`src/rtl/zbt_sram.sv`:
```
module zbt_sram #(
  parameter int AW    = 6,
  parameter int LANES = 4,
  parameter int LW    = 9
) (
  input  logic                clk,
  input  logic                rst_n,
  input  logic                cken_n,
  input  logic                ce1_n,
  input  logic                ce2_n,
  input  logic                ce2,
  input  logic                we_n,
  input  logic                adv,
  input  logic [LANES-1:0]    bw_n,
  input  logic [AW-1:0]       addr,
  input  logic                seq_ilv,
  input  logic [LANES*LW-1:0] din,
  output logic [LANES*LW-1:0] dout,
  output logic                doe
);
  localparam int DEPTH = 1 << AW;

  logic             sel;
  logic [AW-1:0]    base;
  logic [1:0]       cnt;
  logic             act, bwr, ilv;
  logic             p_vld, p_wr;
  logic [AW-1:0]    p_addr;
  logic [LANES-1:0] p_bw;
  logic [1:0]       nxt;

  function automatic logic [AW-1:0] step_addr(logic [AW-1:0] b, logic [1:0] k, logic il);
    return {b[AW-1:2], il ? (b[1:0] ^ k) : (b[1:0] + k)};
  endfunction

  assign sel = ~ce1_n & ~ce2_n & ce2;
  assign nxt = cnt + 2'd1;
  assign doe = p_vld & ~p_wr;

  always_ff @(posedge clk or negedge rst_n) begin
    if (!rst_n) begin
      act    <= 1'b0;
      p_vld  <= 1'b0;
      p_wr   <= 1'b0;
      base   <= '0;
      cnt    <= '0;
      bwr    <= 1'b0;
      ilv    <= 1'b0;
      p_addr <= '0;
      p_bw   <= '1;
    end else if (!cken_n) begin
      p_bw <= bw_n;
      if (!adv) begin
        act    <= sel;
        p_vld  <= sel;
        p_wr   <= ~we_n;
        p_addr <= addr;
        if (sel) begin
          base <= addr;
          cnt  <= '0;
          bwr  <= ~we_n;
          ilv  <= seq_ilv;
        end
      end else begin
        p_vld  <= act;
        p_wr   <= bwr;
        p_addr <= step_addr(base, nxt, ilv);
        if (act) cnt <= nxt;
      end
    end
  end

  for (genvar i = 0; i < LANES; i++) begin : g_lane
    logic [LW-1:0] mem [DEPTH];
    always_ff @(posedge clk)
      if (!cken_n && p_vld && p_wr && !p_bw[i])
        mem[p_addr] <= din[i*LW +: LW];
    assign dout[i*LW +: LW] = doe ? mem[p_addr] : '0;
  end
endmodule

```
`config.mk`:
```
export PLATFORM = sky130hd
export DESIGN_NAME = zbt_sram
export DESIGN_NICKNAME = d
export VERILOG_FILES = /design/src/rtl/zbt_sram.sv
export SDC_FILE = /design/constraint.sdc
export NUM_CORES = 2
export LEC_CHECK = 0
export BUFFER_PORTS_ARGS = -buffer_cell sky130_fd_sc_hd__clkbuf_2
export CAP_MARGIN = 20
export CORE_UTILIZATION = 45
export DETAILED_ROUTE_END_ITERATION = 7
export GPL_ROUTABILITY_DRIVEN = 0
export PLACE_DENSITY = 0.63
export SLEW_MARGIN = 20
export SYNTH_ARGS = -nofsm -noshare
export SYNTH_HDL_FRONTEND = slang
export SYNTH_SLANG_ARGS = --single-unit
```
`constraint.sdc`:
```
create_clock -name clk -period 3 [get_ports clk]
set_input_delay 0.15 -clock clk [delete_from_list [all_inputs] [get_ports clk]]
set_output_delay 0.15 -clock clk [all_outputs]
set_load 0.02 [all_outputs]
```
==> results.txt <==
----------------------------------------------------
[Power and ir drop]
  Internal power summed over all cells ... 58.6 mW
  Switch share ... 28.2%
  Clk pwr share ... 34.0%
  Combinational fraction of design power ... a little over a fifth
  Sequential power share ... between 40% and 50%
  PwrDens ... between 700 and 800 nW/um2
  Total power ... 81.6 mW
  Leakage ... between 30 and 40 nW
  Switching power summed over all nets ... 23.0 mW
  Worst supply voltage drop on vdd ... 0.765 mV

[Drt]
  Metal1 wirelength ... roughly 110 mm
  Routed wire per std cell ... approximately 36 um
  Length of routed met3 wiring ... about 41 mm
  Final routed DRC violation total ... 0
  Avg Vias per Cell ... 6.54
  Overall routed net length ... roughly 310 mm
  Initial DRC count ... 9047
  Top routing layer in use ... met5
  Via count ... 56800
  Number of antenna-violating nets in the routed design ... 0
  Met2 WL post-DR ... around 140 mm
  Total iterations of the first detailed-routing run ... 6

[CTS]
  Worst-path clk slew ... 0.06 ns
  Total clock buffers created by CTS ... 225
  Number of clock sinks ... about 2300
  Clock H-tree levels ... 4
  Largest buffer count on any clock path ... 3
  Root buf cell ... sky130_fd_sc_hd__clkbuf_16
  Clk Latency, worst-skew pair ... just under 0.9 ns
  TritonCTS clock tree ... done

[Layout]
  Synthesis-to-finish area growth ... 25.3%
  Most frequent standard cell in the layout excluding fill and tap cells ... sky130_fd_sc_hd__edfxtp_1
  Share of cells above drive strength 1 ... a little under a third
  Net total in the final layout ... between 5000 and 6000
  Most frequent cells in the layout ... sky130_fd_sc_hd__edfxtp_1 (2304), sky130_fd_sc_hd__buf_4 (631), sky130_fd_sc_hd__nor2_1 (399)
  Core utilization of the finished layout ... roughly 57%
  Total area of multi-input combinational cells ... around 20000 um2
  Register cell area after layout ... about 70000 um2
  Fill cell count ... between 10000 and 15000

[Setup path]
  CP endpoint kind ... primary output
  Number of buffers and inverters on the critical path ... 5
  Max stage delay on crit path ... between 0.5 and 0.6 ns
  Cell class contributing the biggest share of worst-path delay ... compound AO/OA/AOI/OAI gates
  Crit path max-delay cell type ... sky130_fd_sc_hd__dfrtp_4
  Largest fanout on the critical path ... 10
  Startpoint types ... flip-flop
  Top cell by count, worst path ... sky130_fd_sc_hd__buf_4
  Data arrival time of the critical path ... roughly 3.7 ns
  Cell breakdown of the critical path ... buf_4, buf_12, buf_16, mux4_2, o211ai_1, o2111a_2, a31oi_1, buf_4, clkbuf_8
  CP Class ... flip-flop to primary output
  Critical Path RT ... around 2.9 ns

[Floorplanning]
  Initial Utilization ... between 40 and 50%
  Number of top-level pins ... between 90 and 100
  Core Footprint ... between 150000 and 200000 um2
  Floorplan die area ... 199000 um2
  Horizontal extent of the die ... 446 um
  Die span in y ... approximately 450 um
  Site row count ... 162

[Logic synthesis]
  Synth area leader ... sky130_fd_sc_hd__edfxtp_1
  Average cell area after synthesis ... 17.8 um2
  Count of flip-flops with a built-in enable after synthesis ... ~2300
  Portion of the post-synthesis area used by sequential elements ... between 70% and 80%
  Simple-gate share of the synthesized area ... just over 3%
  Count of cell types in the netlist ... 63
  Synth top area share ... 77.9%
  Predominant post-synthesis flop cell ... sky130_fd_sc_hd__edfxtp_1
  Main combinational cell family by area after synthesis ... compound AO/OA/AOI/OAI gates
  Number of instances in the synthesized netlist ... roughly 5000
  Post-synth design cell area ... 88800 um2
  Cells taking the most area after synthesis ... sky130_fd_sc_hd__edfxtp_1 (78%), sky130_fd_sc_hd__a221oi_1 (4.3%), sky130_fd_sc_hd__a22oi_1 (2.7%), sky130_fd_sc_hd__mux4_2 (2.3%), sky130_fd_sc_hd__mux2i_1 (1.9%)
  Synth Area in Compound Gates ... 10.9%
  Adder-Cell Fraction of Synth Area ... less than 1%
  Async set or reset register ratio after synthesis ... 0.946%
  Xor/xnor share of the synthesized area ... less than 1%
  Multiplexer area fraction after synthesis ... between 5 and 6%
  Number of synthesized register bits ... about 2300
  Synthesis Warnings ... 0
  Net count after synthesis ... between 5000 and 6000

[Timing]
  Tightest slew margin relative to the limit ... 21.4%
  Sum of negative setup slack ... -25.42 ns
  Transition time at the pin with the least slew margin ... around 1.2 ns
  Maximum clock skew at final layout ... a little under 0.04 ns
  Final setup vio count ... 63
  Hold Vio Cnt, Final ... 0
  Worst setup slack after layout ... -0.810 ns
  RSZ-0062 raised after global routing ... true
  Tmin final ... between 3 and 4 ns
  Total count of max-transition violations in the final report ... 0
  Maximum clock rate ... between 0.2 and 0.3 GHz
  Share of the cycle needed by the critical path after routing ... 127%

[Status]
  Violated checks ... negative setup slack
  Status ... finished, violations left

[GRT]
  Remaining global-route overflow ... 0
  Vias in the first global route ... around 54000
  Largest net degree at the start of global routing ... 65
  Number of antenna violations at the first check in global routing ... 27
  GRT Util Overall ... around 30%
  Wire length of the first global-routing pass ... between 400 and 500 mm

[Placed design]
  Post-DP HPWL ... 187 mm
  Number of port buffers ... slightly above 90

[Worst hold path]
  Min-delay worst type ... primary input to flip-flop

[Job]
  Max_cap viols ... 0

----------------------------------------------------
## Yosys cell counts (all sizes together), types with 2 or more instances
master,number
a221o,14
nand2,140
or3b,2
clkbuf,160
o2111a,13
a21oi,99
o221ai,6
mux2i,168
o211ai,14
dfstp,4
o2bb2ai,3
nor4,4
o31a,2
nand3,5
edfxtp,2304
xnor2,3
a31oi,36
nor3b,2
o21a,2
inv,6
nor3,14
a22oi,320
nand4,17
o22ai,103
nor2b,8
a221oi,437
mux4,90
a41oi,30
a22o,49
a2111oi,2
nor2,419
buf,226
or2,7
dfrtp,18
nand2b,6
mux2,86
a211oi,18
and2,6
o32ai,3
and3,16
o21ai,112
a41o,13
and4,3
## power by group through the flow
stage | combinational (mW) | clock (mW) | sequential [mW]
2_1_floorplan | 6.79 | 0 | 36.5
3_3_place_gp | 13.1 | 0 | 36.6
3_5_place_dp | 13.1 | 0 | 36.6
4_1_cts | 15.9 | 27.9 | 35.9
5_1_grt | 18.3 | 29.0 | 35.9
6_report | 18.0 | 27.7 | 35.9
## cell families (layout without fill, tap and decap cells)
| kind of cell | count (synthesis) | count (layout) |
|---|---|---|
| flip-flops | 2326 | 2326 |
| AO/OA/AOI/OAI | 1281 | 1281 |
| AND/OR/NAND/NOR | 652 | 652 |
| buffers and inverters | 392 | 1438 |
| multiplexers | 344 | 344 |
| XOR/XNOR | 3 | 3 |
| adder cells (fa/ha/maj) | 1 | 1 |
| other | 0 | 15 |
## per-layer routing
layer	vias to the layer above	track usage [%]
li1	22600	-
met1	29100	40.1
met2	4282	44.7
met3	833	7.95
met4	18	15.7
met5	-	0
## worst paths after layout
path | cells after the start | endpoint | slack [ns] | start
setup / recovery | 9 | dout[28] | -0.81 | p_addr[1]
hold / removal | 1 | g_lane[2].mem[12][0] | 0.04 | din[18]
setup reg to reg | 9 | g_lane[3].mem[58][4] | -0.02 | p_addr[1]
hold reg to reg | 1 | p_wr | 0.54 | p_wr
max in group asynchronous | 4 | p_addr[0] | 2.40 | rst_n
min in group asynchronous | 3 | p_bw[3] | 0.41 | rst_n
## registers in the layout, indices dropped and copies added, names as in the netlist
signal      cells
base            6
ilv             1
g_lane.mem   2304
p_bw            4
p_vld           1
bwr             1
cnt             2
p_addr          6
p_wr            1
## area by class of cell
type	instances	share of cell area (%)
Clock inverter	120	1.15
Antenna cell	15	0.0337
Clock buffer	286	5.29
Inverter	6	0.0416
Sequential cell	2326	62.7
Multi-Input combinational cell	2281	17.9
Timing Repair Buffer	1026	9.93
Tap cell	2624	2.95
## metrics by stage
step                      setup WS [ns]  hold WS [ns]  cell area (um2)  instances
after global routing             -0.851        0.0457           111000       8674
final                            -0.810        0.0404           111000       8684
after CTS                        -0.757       0.00378           109000       8612
after global placement           -0.642         0.227            97900       8053
after detailed placement         -0.600         0.234            97900       8053
after floorplan                   0.627        -0.146            88800       4999
## what timing repair did
item / CTS / global route
hold endpoints to repair: 584 / 0
pin swaps: 95 / 106
buffers inserted: 88 / 50
gates cloned: 23 / 20
endpoints found under the setup margin: 72 / 151
hold buffers: 48 / 0
resized for setup: 448 / 263
(Power assumes the default switching activity.)
